$ cat config.mk
export PLATFORM = sky130hd
export DESIGN_NAME = uart_tx_ctl
export DESIGN_NICKNAME = d
export VERILOG_FILES = /design/src/rtl/utx_pkg.sv /design/src/rtl/utx_len_dec.sv /design/src/rtl/utx_frame_fsm.sv /design/src/rtl/utx_line_drv.sv /design/src/rtl/uart_tx_ctl.sv
export SDC_FILE = /design/constraint.sdc
export NUM_CORES = 1
export LEC_CHECK = 0
export BUFFER_PORTS_ARGS = -buffer_cell sky130_fd_sc_hd__clkbuf_2
export CAP_MARGIN = 20
export CORE_MARGIN = 2
export CORE_UTILIZATION = 39
export CTS_BUF_LIST = sky130_fd_sc_hd__clkbuf_4 sky130_fd_sc_hd__clkbuf_8 sky130_fd_sc_hd__clkbuf_16
export CTS_CLUSTER_SIZE = 30
export DETAILED_ROUTE_END_ITERATION = 10
export PLACE_DENSITY = 0.64
export SYNTH_ARGS = -nofsm -noshare
export SYNTH_HDL_FRONTEND = slang
export SYNTH_SLANG_ARGS = --single-unit
$ cat constraint.sdc
create_clock -name clk -period 4 [get_ports clk]
set_clock_uncertainty 0.15 [all_clocks]
set_input_delay 0.2 -clock clk [delete_from_list [all_inputs] [get_ports clk]]
set_output_delay 0.2 -clock clk [all_outputs]
set_load 0.01 [all_outputs]
$ cat src/rtl/utx_pkg.sv
package utx_pkg;
  typedef enum logic [2:0] {
    S_IDLE,
    S_ARM,    // accepted, waiting for the first tick so every bit is a full period
    S_START,
    S_DATA,
    S_STOP
  } tx_state_e;

  localparam logic [1:0] LEN_CODE_7 = 2'b10;
  localparam logic [1:0] LEN_CODE_8 = 2'b00;
  localparam logic [1:0] LEN_CODE_9 = 2'b01;
endpackage

$ cat src/rtl/utx_len_dec.sv
module utx_len_dec #(
  parameter int CNT_W = 4
) (
  input  logic [1:0]       code,
  output logic [CNT_W-1:0] nbits
);
  import utx_pkg::*;

  always_comb begin
    case (code)
      LEN_CODE_7: nbits = CNT_W'(7);
      LEN_CODE_9: nbits = CNT_W'(9);
      default:    nbits = CNT_W'(8);  // 8-bit code and the undefined code
    endcase
  end
endmodule

$ cat src/rtl/utx_frame_fsm.sv
module utx_frame_fsm #(
  parameter int DATA_W = 9,
  parameter int CNT_W  = 4
) (
  input  logic                clk,
  input  logic                rst,
  input  logic                en,
  input  logic                cts_block,
  input  logic                baud_tick,
  input  logic [CNT_W-1:0]    nbits,
  input  logic [DATA_W-1:0]   data_in,
  input  logic                data_valid,
  output logic                data_ready,
  input  logic                brk_req,
  output utx_pkg::tx_state_e  state,
  output logic                line_lvl
);
  import utx_pkg::*;

  logic [DATA_W-1:0] shreg;
  logic [CNT_W-1:0]  bitcnt;
  logic              is_brk;
  logic              extra_stop;
  logic              brk_pend;

  // Break (requested now or pending) blocks the character path.
  assign data_ready = en && !cts_block && !brk_pend && !brk_req && (state == S_IDLE);

  always_ff @(posedge clk) begin
    if (rst || !en) begin
      state      <= S_IDLE;
      shreg      <= '0;
      bitcnt     <= '0;
      is_brk     <= 1'b0;
      extra_stop <= 1'b0;
      brk_pend   <= 1'b0;
    end else begin
      case (state)
        S_IDLE: begin
          if (brk_pend && !cts_block) begin
            brk_pend <= 1'b0;
            is_brk   <= 1'b1;
            shreg    <= '0;
            bitcnt   <= nbits - 1'b1;
            state    <= S_ARM;
          end else if (data_valid && data_ready) begin
            is_brk <= 1'b0;
            shreg  <= data_in;
            bitcnt <= nbits - 1'b1;
            state  <= S_ARM;
          end
        end
        S_ARM: begin
          if (baud_tick) state <= S_START;
        end
        S_START: begin
          if (baud_tick) state <= S_DATA;
        end
        S_DATA: begin
          if (baud_tick) begin
            shreg <= shreg >> 1;
            if (bitcnt == '0) begin
              extra_stop <= is_brk;
              state      <= S_STOP;
            end else begin
              bitcnt <= bitcnt - 1'b1;
            end
          end
        end
        S_STOP: begin
          if (baud_tick) begin
            if (extra_stop) extra_stop <= 1'b0;
            else            state      <= S_IDLE;
          end
        end
        default: state <= S_IDLE;
      endcase
      if (brk_req) brk_pend <= 1'b1;
    end
  end

  always_comb begin
    case (state)
      S_START: line_lvl = 1'b0;
      S_DATA:  line_lvl = shreg[0];
      default: line_lvl = 1'b1;
    endcase
  end
endmodule

$ cat src/rtl/utx_line_drv.sv
module utx_line_drv (
  input  logic               clk,
  input  logic               rst,
  input  logic               en,
  input  logic               inv_pol,
  input  utx_pkg::tx_state_e state,
  input  logic               line_lvl,
  output logic               ser_out,
  output logic               drv_en,
  output logic               busy
);
  import utx_pkg::*;

  logic on_wire;
  assign on_wire = (state == S_START) || (state == S_DATA) || (state == S_STOP);

  always_ff @(posedge clk) begin
    if (rst) begin
      ser_out <= ~inv_pol;
      drv_en  <= 1'b0;
      busy    <= 1'b0;
    end else begin
      ser_out <= (en ? line_lvl : 1'b1) ^ inv_pol;
      drv_en  <= en && on_wire;
      busy    <= en && (state != S_IDLE);
    end
  end
endmodule

$ cat src/rtl/uart_tx_ctl.sv
module uart_tx_ctl #(
  parameter int DATA_W = 9
) (
  input  logic              clk,
  input  logic              rst,
  input  logic              tx_en,
  input  logic [1:0]        len_mode,
  input  logic              inv_pol,
  input  logic              cts_block,
  input  logic              baud_tick,
  input  logic [DATA_W-1:0] char_data,
  input  logic              char_valid,
  output logic              char_ready,
  input  logic              brk_req,
  output logic              ser_out,
  output logic              drv_en,
  output logic              busy
);
  import utx_pkg::*;

  localparam int CNT_W = $clog2(DATA_W + 1);

  logic [CNT_W-1:0] nbits;
  tx_state_e        state;
  logic             line_lvl;

  utx_len_dec #(.CNT_W(CNT_W)) u_len (
    .code  (len_mode),
    .nbits (nbits)
  );

  utx_frame_fsm #(.DATA_W(DATA_W), .CNT_W(CNT_W)) u_fsm (
    .clk        (clk),
    .rst        (rst),
    .en         (tx_en),
    .cts_block  (cts_block),
    .baud_tick  (baud_tick),
    .nbits      (nbits),
    .data_in    (char_data),
    .data_valid (char_valid),
    .data_ready (char_ready),
    .brk_req    (brk_req),
    .state      (state),
    .line_lvl   (line_lvl)
  );

  utx_line_drv u_drv (
    .clk      (clk),
    .rst      (rst),
    .en       (tx_en),
    .inv_pol  (inv_pol),
    .state    (state),
    .line_lvl (line_lvl),
    .ser_out  (ser_out),
    .drv_en   (drv_en),
    .busy     (busy)
  );
endmodule

### Yosys cells after proc, flatten, opt, wreduce, memory -nomap -nowiden

Cells that the tools add are included.
W data, S select, Z words.

* register bits: 22
* word-level logic and storage cells: 87

* add/sub/neg operators: 2
* eq/ne operators: 14
* mux-type cells: 31
* bitwise logic cells: 2
* reduce and logical (&&, ||, !) cells: 29

Operator list (count)
* $mux W9: 3
* $mux W3: 8
* $pmux W9 S2: 1
* $mux W4: 4
* $pmux W4 S2: 2
* $pmux W3 S5: 1
* $ne A2 B2 Y1 const B: 7
* $mux W1: 10
* $reduce_bool A2 Y1: 5
* $logic_and A1 B1 Y1: 8
* $reduce_and A4 Y1: 2
* $sub A4 B1 Y4 const B: 2
* $reduce_and A7 Y1: 1
* $eq A3 B2 Y1 const B: 2
* $logic_not A1 Y1: 4
* $logic_not A4 Y1: 1
* $pmux W1 S2: 2
* $reduce_and A2 Y1: 2
* $eq A3 B1 Y1 const B: 1
* $eq A3 B3 Y1 const B: 1
* $logic_not A3 Y1: 1
* $logic_or A1 B1 Y1: 3
* $ne A3 B3 Y1 const B: 1
* $reduce_and A3 Y1: 1
* 5 further kinds: 5

### Depth between registers and ports, before layout

Gate-level depths: netlist of the first run.

* word-level depth: 9
* gate-level depth with buffers: 9
* mapped depth without buffers: 9

### Cells and area by module

Synthesis of the first run repeated with hierarchy kept, for this count alone.

* cells, all modules: 153
* area total of the unflattened synthesis: 1258.7 sq um

By module, submodules not included
* utx_frame_fsm: instances 1, cells an instance 136, area each 1099.8 sq um
* utx_line_drv: instances 1, cells an instance 11, area each 115.1 sq um
* utx_len_dec: instances 1, cells an instance 6, area each 43.8 sq um

### Worst setup path after synthesis of the first run

Ideal clock, no wire load.

* path type: register to register
* start: register u_fsm.state[1]
* end: register u_fsm.bitcnt[2]
* arrival time: 1.579 ns
* slack: 2.196 ns
* cell stages (with the launch flop): 9
* path buffers: 1
* cells stage by stage: dfxtp_1 > buf_2 > nand3b_2 > mux2i_1 > ha_1 > nand2b_1 > nor3_1 > o22ai_1 > o22ai_1

* cells in the longest elaborated chain, start to end: 5
* elaborated cells between the ends (all ways): 10
* those cells by class: 4 x eq/ne; 1 x mux; 5 x reduce/logical

Ends and longest elaborated chain
* start: declaration: RTL line utx_frame_fsm.sv:15 `output utx_pkg::tx_state_e state,`
* start signal: assignment: RTL line utx_frame_fsm.sv:31 `state <= S_IDLE;`
* start signal: assignment: RTL line utx_frame_fsm.sv:45 `state <= S_ARM;`
* start signal: assignment: RTL line utx_frame_fsm.sv:50 `state <= S_ARM;`
* $logic_not A3 Y1: RTL line utx_frame_fsm.sv:27, utx_frame_fsm.sv:38
* $logic_and A1 B1 Y1: RTL line utx_frame_fsm.sv:27 `assign data_ready = en && !cts_block && !brk_pend && !brk_req && (state == S_IDLE);`
* $logic_and A1 B1 Y1: RTL line utx_frame_fsm.sv:46 `end else if (data_valid && data_ready) begin`
* $ne A3 B3 Y1 (no source line)
* $reduce_and A4 Y1 (no source line)
* end signal: assignment: RTL line utx_frame_fsm.sv:44 `bitcnt <= nbits - 1'b1;`
* end signal: assignment: RTL line utx_frame_fsm.sv:49 `bitcnt <= nbits - 1'b1;`
* end signal: assignment: RTL line utx_frame_fsm.sv:66 `bitcnt <= bitcnt - 1'b1;`
* end: declaration: RTL line utx_frame_fsm.sv:21 `logic [CNT_W-1:0] bitcnt;`

Several ways; a longest one is shown, not always the timed one.
A chain may end at the register's enable or synchronous reset.

### Final worst setup path of the first run

* start: register u_fsm.state[2]
* end: register u_fsm.bitcnt[2]

The elaborated chain is that of the path after synthesis.

==> results of run 1 <==
## what timing repair did
action | in CTS | in global routing
endpoints found under the hold margin | 1 | 0
hold buffers | 1 | 0
endpoints found under the setup margin | 0 | 0
setup buffers | 0 | 0
## layer usage
metal  track usage (%)  routed length [um]  vias to the layer above
li1                  -                   -                      604
met1              19.3                1360                      568
met2              24.1                1340                       16
met3              2.52                  91                        2
met4              5.28                  17                        0
met5                 0                   0                        -
## cells by family (layout without fill, tap and decap cells)
| logic type | Yosys count | after routing | share of synthesized area (%) |
|---|---|---|---|
| flip-flops | 22 | 22 | 33.0 |
| buffers and inverters | 15 | 31 | 5.62 |
| AND/OR/NAND/NOR | 56 | 56 | 28.2 |
| adder cells (fa/ha/maj) | 3 | 3 | 2.81 |
| AO/OA/AOI/OAI | 49 | 49 | 27.4 |
| XOR/XNOR | 1 | 1 | 0.656 |
| multiplexers | 3 | 3 | 2.34 |
## path summary, 6_finish.rpt
kind,endpoint,start,slack (ns),cells past startpoint
max,u_fsm.bitcnt[2],u_fsm.state[2],1.81,7
min,u_fsm.brk_pend,brk_req,0.01,3
max reg2reg,u_fsm.bitcnt[2],u_fsm.state[2],1.81,7
min reg2reg,u_fsm.extra_stop,u_fsm.is_brk,0.33,2
## registers in the layout, summed over array words and instances, names as in the netlist
signal,cells
u_fsm.bitcnt,4
u_drv.ser_out,1
u_fsm.shreg,9
u_drv.drv_en,1
u_fsm.extra_stop,1
u_drv.busy,1
u_fsm.brk_pend,1
u_fsm.is_brk,1
u_fsm.state,3
## cell type report
type                       count  area [um2]
fill                         363        1820
timing repair buffer          23         120
inverter                       4        15.0
tap                           46        57.6
sequential                    22         440
multi-input combinational    112         820
clock buffer                   4        36.3
## placed cells by master, fill, tap and decap left out, types with 2 or more instances in the layout
master / synthesis / layout
a211oi_1: 9 / 9
a21oi_1: 16 / 16
and3b_1: 2 / 2
clkbuf_2: 0 / 22
clkbuf_4: 0 / 3
dfxtp_1: 22 / 22
ha_1: 3 / 3
inv_1: 4 / 4
mux2i_1: 2 / 2
nand2_1: 6 / 6
nand2b_1: 4 / 4
nand3_1: 2 / 2
nor2_1: 5 / 5
nor2b_1: 3 / 3
nor3_1: 11 / 11
nor3b_1: 10 / 10
nor4_4: 2 / 2
o21ai_0: 4 / 4
o221a_2: 2 / 2
o22ai_1: 2 / 2
or3_1: 2 / 2
## critical path, stage by stage, from the launching register on
cell	delay, ns
dfxtp_1	0.66
nand3b_2	0.30
mux2i_1	0.25
ha_1	0.26
nand2b_1	0.09
nor3_1	0.17
o22ai_1	0.11
o22ai_1	0.14
## power by group through the flow
| stage | sequential, mW | combinational, mW | clock [mW] |
|---|---|---|---|
| floorplan | 0.234 | 0.0505 | 0 |
| global placement | 0.235 | 0.0655 | 0 |
| detailed placement | 0.236 | 0.0676 | 0 |
| CTS | 0.231 | 0.0687 | 0.126 |
| global route | 0.232 | 0.0770 | 0.138 |
| finish | 0.231 | 0.0684 | 0.121 |
==> results.md, run 1 <==
* Max_cap viols at 0
* Data required time at the worst endpoint at 4.08 ns
* Effective utilization at floorplan at 40.3%
* Final HPWL DP at 2.02 mm
* Pin count of the biggest net entering global routing at 23
* Drt total wl at 2.81 mm
* # DRC at 0
* Die width at 62.5 um
* Fin area at 1490 um2
* Synth Net Count at 171
* Peak VDD IR at 125 uV
* Final period util at 54.8%
* Worst setup SP type: register
* Crit Path Max Fanout at 16
* Final hold vios at 0
* Drt initial violations at 89
* Top post-synthesis cells by count: dfxtp_1, a21oi_1, nor3_1, nor3b_1, a211oi_1
* Core outline area at 3310 um2
* First-pass DRT Iterations at 4
* Design internal power at 0.312 mW
* H-tree Lvls at 1
* NetSw at 0.108 mW
* TNS Setup at 0 ns
* Clock Pin Slew Worst Setup and Hold Paths at 0.12 ns
* Endpoints failing setup at 0
* Ys flop type: dfxtp_1
* Hold Path Class: in -> reg
* Longest Clk Path Bufs at 2
* Yosys warns at 0
* Sequential share of power at 54.9%
* P_leak at 0.573 nW
* Placed Cells at 206
* I/O pin count at 23
* Tmin final at 2.19 ns
* Max Slew Vio Count at 0
* Synth cell types at 50
* Sink Count at 22
* Share of cells above drive strength 1 at 23.0%
* Clock group share of total power at 28.8%
* Most common cell in the netlist: dfxtp_1
* Clk Latency, worst-skew pair at 0.30 ns
* Post-Syn Area per Cell at 8.96 um2
* Via density at 5.64
* Total grt overflow at 0
* Die height at 62.5 um
* CP endpoint kind: register
* TritonCTS buffer count at 3
* First-pass GRT wire length at 4.73 mm
* Total GRT Usage at 14.7%
* Root Driver: clkbuf_4
* Die area at 3910 um2
* Pre-CTS WS at 1.85 ns
* Vias at 1190
* F_max at 457 MHz
* CTS tree: built
* Register area share after synthesis at 33.0%
* WHS at 0.0147 ns
* Number of global-route vias before repair at 1052
* Final worst slack at 1.81 ns
* Layout Cells excl Fill at 211
* Total power at 0.420 mW
* Setup CP Type: reg -> reg
* Cell count after synthesis at 149
* Area Growth Syn to Fin at 11.5%
* Port bufs at 22
* Post-CTS Resized at 0
* Seq cells post-synth at 22
* Unrepaired setup endpoints after global routing: false
* Final Util at 45.0%
* Combinational power share at 16.3%
* Cell taking the most area after synthesis: dfxtp_1
* PwrDens at 282 nW/um2
* Post-synth EDFFs at 0
* Slew margin rel. at 41.2%
* Routed Antenna Nets at 0
* Status: complete, no violations
* DR WL/cell at 13.3 um
* Rows at 21
* DP Area at 1440 um2
* Ys async rst share at 0%
* Nets at 188
* Synth top area share at 33.0%
* Antenna violations before repair at 0
* Crit path arrival time at 2.27 ns
* Synthesized area at 1340 um2
* Routability Congestion at 0.872
* Top post-synthesis cells by area: dfxtp_1, a21oi_1, nor3b_1
* Inserted Diodes at 0
* Slew @ Worst Pin at 0.883 ns
* Sw frac at 25.8%
No activity file was read; power rests on OpenSTA's default activity.
==> run 2, diff against run 1 <==
Settings changed: ABC_AREA set to 1.
Clock period 4 ns to 2.1 ns, I/O delays scaled along.
==> run 2 against run 1 <==
The flow now finishes with violations (negative hold slack). Sequential cell count unchanged. Clock power rose to 2.7 times the previous value. Clock-buffer cell count decreased by 1. Register-to-register slack worse by 1.6 ns. Hold slack got worse by 0.018 ns. Synthesized area fell by 6.8%. Total power up 140%. Critical path type unchanged. Utilization increased by 6.7 points. Synthesized cell count rose by 31%. Sequential share of layout area down 1.6 points.
==> results.md, run 2 <==
* Final Util at 51.6% (was 45.0%)
* Drt total wl at 2.78 mm (was 2.81 mm)
* Synth cell types at 25 (was 50)
* Top post-synthesis cells by area: dfxtp_1, nand2_1, nand3_1 (was dfxtp_1, a21oi_1, nor3b_1)
* Effective utilization at floorplan at 40.7% (was 40.3%)
* Peak VDD IR at 297 uV (was 125 uV)
* Layout Cells excl Fill at 276 (was 211)
* Top post-synthesis cells by count: nand2_1, nand3_1, dfxtp_1, nor2_1, inv_1 (was dfxtp_1, a21oi_1, nor3_1, nor3b_1, a211oi_1)
* Most flop-heavy register: u_fsm.shreg (unchanged)
* Core outline area at 3050 um2 (was 3310 um2)
* Synth top area share at 35.4% (was 33.0%)
* Status: complete, but fails checks (was complete, no violations)
* Failing checks: negative hold slack
* Crit Path Max Fanout at 9 (was 16)
* Final HPWL DP at 2.02 mm (unchanged)
* Register area share after synthesis at 35.4% (was 33.0%)
* Cell taking the most area after synthesis: dfxtp_1 (unchanged)
* Fill cells at 323 (was 363)
* Slowest-stage cell, CP: dfxtp_1 (unchanged)
* Most common cell in the netlist: nand2_1 (was dfxtp_1)
* Instance count on the critical path at 9 (was 7)
* Slew @ Worst Pin at 0.445 ns (was 0.883 ns)
* Synth Net Count at 217 (was 171)
* Routed Antenna Nets at 0 (unchanged)
* TritonCTS buffer count at 3 (unchanged)
* Clock Pin Slew Worst Setup and Hold Paths at 0.13 ns (was 0.12 ns)
* I/O pin count at 23 (unchanged)
* DR WL/cell at 10.1 um (was 13.3 um)
* TNS Setup at 0 ns (unchanged)
* Worst reg2reg path depth at 9 (was 7)
* Inserted Diodes at 0 (unchanged)
* Design internal power at 0.724 mW (was 0.312 mW)
* Reg-to-Reg End: u_fsm.bitcnt[2] (unchanged)
* Critical-path cell list: nand2_2, nor2_2, nand2_1, nand2_1, inv_1, ha_1, xor2_1, o21ai_1, nor2_1 (was nand3b_2, mux2i_1, ha_1, nand2b_1, nor3_1, o22ai_1, o22ai_1)
* Final hold vios at 1 (was 0)
* Sink Count at 22 (unchanged)
* CP most frequent cell: nand2_1 (was o22ai_1)
* Port bufs at 22 (unchanged)
* Worst path max stage delay at 0.56 ns (was 0.66 ns)
* Data required time at the worst endpoint at 2.16 ns (was 4.08 ns)
* First-pass DRT Iterations at 4 (unchanged)
* Share of cells above drive strength 1 at 17.7% (was 23.0%)
* Hold Path Sink: u_fsm.shreg[2] (was u_fsm.brk_pend)
* Reg2Reg Setup Slack at 0.22 ns (was 1.81 ns)
* Final period util at 89.7% (was 54.8%)
* F_max at 531 MHz (was 457 MHz)
* Largest register FFs at 9 (unchanged)
* CP endpoint kind: register (unchanged)
* Ys flop type: dfxtp_1 (unchanged)
* Longest Clk Path Bufs at 2 (unchanged)
* Commonest non-fill, non-tap cell in the layout: nand2_1
* Post-synth EDFFs at 0 (unchanged)
* H-tree Lvls at 1 (unchanged)
* Max_cap viols at 0 (unchanged)
* Vias at 1311 (was 1190)
* Drt initial violations at 47 (was 89)
* Setup CP Type: reg -> reg (unchanged)
* Root Driver: clkbuf_4 (unchanged)
* Die width at 60.5 um (was 62.5 um)
* Routability Congestion at 0.775 (was 0.872)
* Post-CTS Repair Setup Buffers at 0 (unchanged)
* Total grt overflow at 0 (unchanged)
* Combinational power share at 22.8% (was 16.3%)
* FF-to-FF Start: u_fsm.state[1] (was u_fsm.state[2])
* Cell count after synthesis at 195 (was 149)
* Die height at 60.5 um (was 62.5 um)
* PwrDens at 644 nW/um2 (was 282 nW/um2)
* # DRC at 0 (unchanged)
* Via density at 4.75 (was 5.64)
* First-pass GRT wire length at 4.62 mm (was 4.73 mm)
* Nets at 255 (was 188)
* Slew margin rel. at 70.3% (was 41.2%)
* Synthesized area at 1240 um2 (was 1340 um2)
* Hold Path Class: in -> reg (unchanged)
* Clock group share of total power at 32.1% (was 28.8%)
* Tmin final at 1.88 ns (was 2.19 ns)
* Endpoints failing setup at 0 (unchanged)
* Placed Cells at 261 (was 206)
* Antenna violations before repair at 0 (unchanged)
* Max Slew Vio Count at 0 (unchanged)
* Worst hold stages at 5 (was 3)
* NetSw at 0.292 mW (was 0.108 mW)
* Post-CTS Resized at 0 (unchanged)
* Hold_sp: char_data[2] (was brk_req)
* Total GRT Usage at 16.7% (was 14.7%)
* Sequential share of power at 45.1% (was 54.9%)
* Post-Syn Area per Cell at 6.38 um2 (was 8.96 um2)
* CTS tree: built (unchanged)
* P_leak at 0.750 nW (was 0.573 nW)
* Unrepaired setup endpoints after global routing: false (unchanged)
* Most frequent cells in the layout: nand2_1, nand3_1, nor2_1, clkbuf_2, dfxtp_1 (was clkbuf_2, dfxtp_1, a21oi_1)
* Seq cells post-synth at 22 (unchanged)
* Worst setup SP type: register (unchanged)
* Ys async rst share at 0% (unchanged)
* Crit path arrival time at 1.94 ns (was 2.27 ns)
* Sw frac at 28.7% (was 25.8%)
* Clk Latency, worst-skew pair at 0.31 ns (was 0.30 ns)
* Yosys warns at 0 (unchanged)
* CP bufs+invs at 1 (was 0)
* Crit path max-delay family: flip-flops (unchanged)
* Number of global-route vias before repair at 1139 (was 1052)
* Die area at 3660 um2 (was 3910 um2)
* Largest regs: u_fsm.shreg (9), u_fsm.bitcnt (4), u_fsm.state (3) (unchanged)
* Area Growth Syn to Fin at 26.8% (was 11.5%)
* Rows at 20 (was 21)
* WHS at -0.00307 ns (was 0.0147 ns)
* Pin count of the biggest net entering global routing at 15 (was 23)
[run 2: changes by cell type after synthesis, sizes merged, moves of 5 or more]
| cell | before | now |
|---|---|---|
| nand4 | 1 | 6 |
| nor2 | 5 | 24 |
| inv | 4 | 22 |
| nor3 | 12 | 1 |
| nor3b | 10 | 0 |
| a211oi | 9 | 1 |
| nand3 | 2 | 24 |
| nand2 | 6 | 63 |
[run 2: cell families after synthesis]
logic type,share of synthesized area [%]
simple gates,41.7
flops,35.4
xor+xnor,1.41
compound gates,9.26
buf+inv,9.25
fa+ha+maj,3.02
[run 2: stage by stage]
stage                     hold slack (ns)  power [mW]  worst slack, ns  instance area [um2]
after global routing               0.0156        1.08           0.0434                 1580
after CTS                        0.000279        1.02            0.225                 1580
after detailed placement            0.178       0.683            0.245                 1410
after floorplan                    0.0687       0.625            0.478                 1240
after global placement              0.169       0.681            0.224                 1410
final                            -0.00307        1.02            0.216                 1580
[run 2: power groups by stage]
stage / clock network [mW] / registers, mW / logic [mW]
after floorplan: 0 / 0.461 / 0.164
after CTS: 0.331 / 0.458 / 0.233
after detailed placement: 0 / 0.467 / 0.216
after global routing: 0.354 / 0.461 / 0.269
final: 0.326 / 0.458 / 0.232
after global placement: 0 / 0.467 / 0.214
[run 2: worst register-to-register path: stages, from the launching register on]
cell,delay [ns]
dfxtp_1,0.56
nand2_2,0.13
nor2_2,0.18
nand2_1,0.09
nand2_1,0.11
inv_1,0.07
ha_1,0.19
xor2_1,0.16
o21ai_1,0.12
nor2_1,0.05
[run 2: cell type report]
cell class | instances | area (um2) | area share (%)
multi-input combinational | 146 | 688 | 43.7
clock buffer | 3 | 22.5 | 1.43
inverter | 22 | 82.6 | 5.24
sequential | 22 | 440 | 27.9
tap | 44 | 55.1 | 3.49
clock inverter | 1 | 30.0 | 1.90
timing repair buffer | 38 | 258 | 16.3
[run 2: worst max-delay path by stage]
stage / from / endpoint / slack [ns]
floorplan: u_fsm.state[1] / u_fsm.bitcnt[2] / 0.48
global placement: u_fsm.state[1] / u_fsm.bitcnt[2] / 0.22
detailed placement: u_fsm.state[1] / u_fsm.bitcnt[2] / 0.24
CTS: u_fsm.state[1] / u_fsm.bitcnt[2] / 0.23
global route: u_fsm.state[1] / u_fsm.bitcnt[2] / 0.04
finish: u_fsm.state[1] / u_fsm.bitcnt[2] / 0.22
[run 2: routing by layer]
metal | GRT usage (%) | share of wire, % | vias to the layer above
li1 | - | - | 698
met1 | 21.4 | 50 | 584
met2 | 28.3 | 45 | 27
met3 | 2.99 | 3.9 | 2
met4 | 5.59 | 0.79 | 0
met5 | 0 | 0 | -
[run 2: repair_timing]
item	in CTS	in global routing
hold buffers	11	0
setup endpoints to repair	0	0
endpoints found under the hold margin	11	0
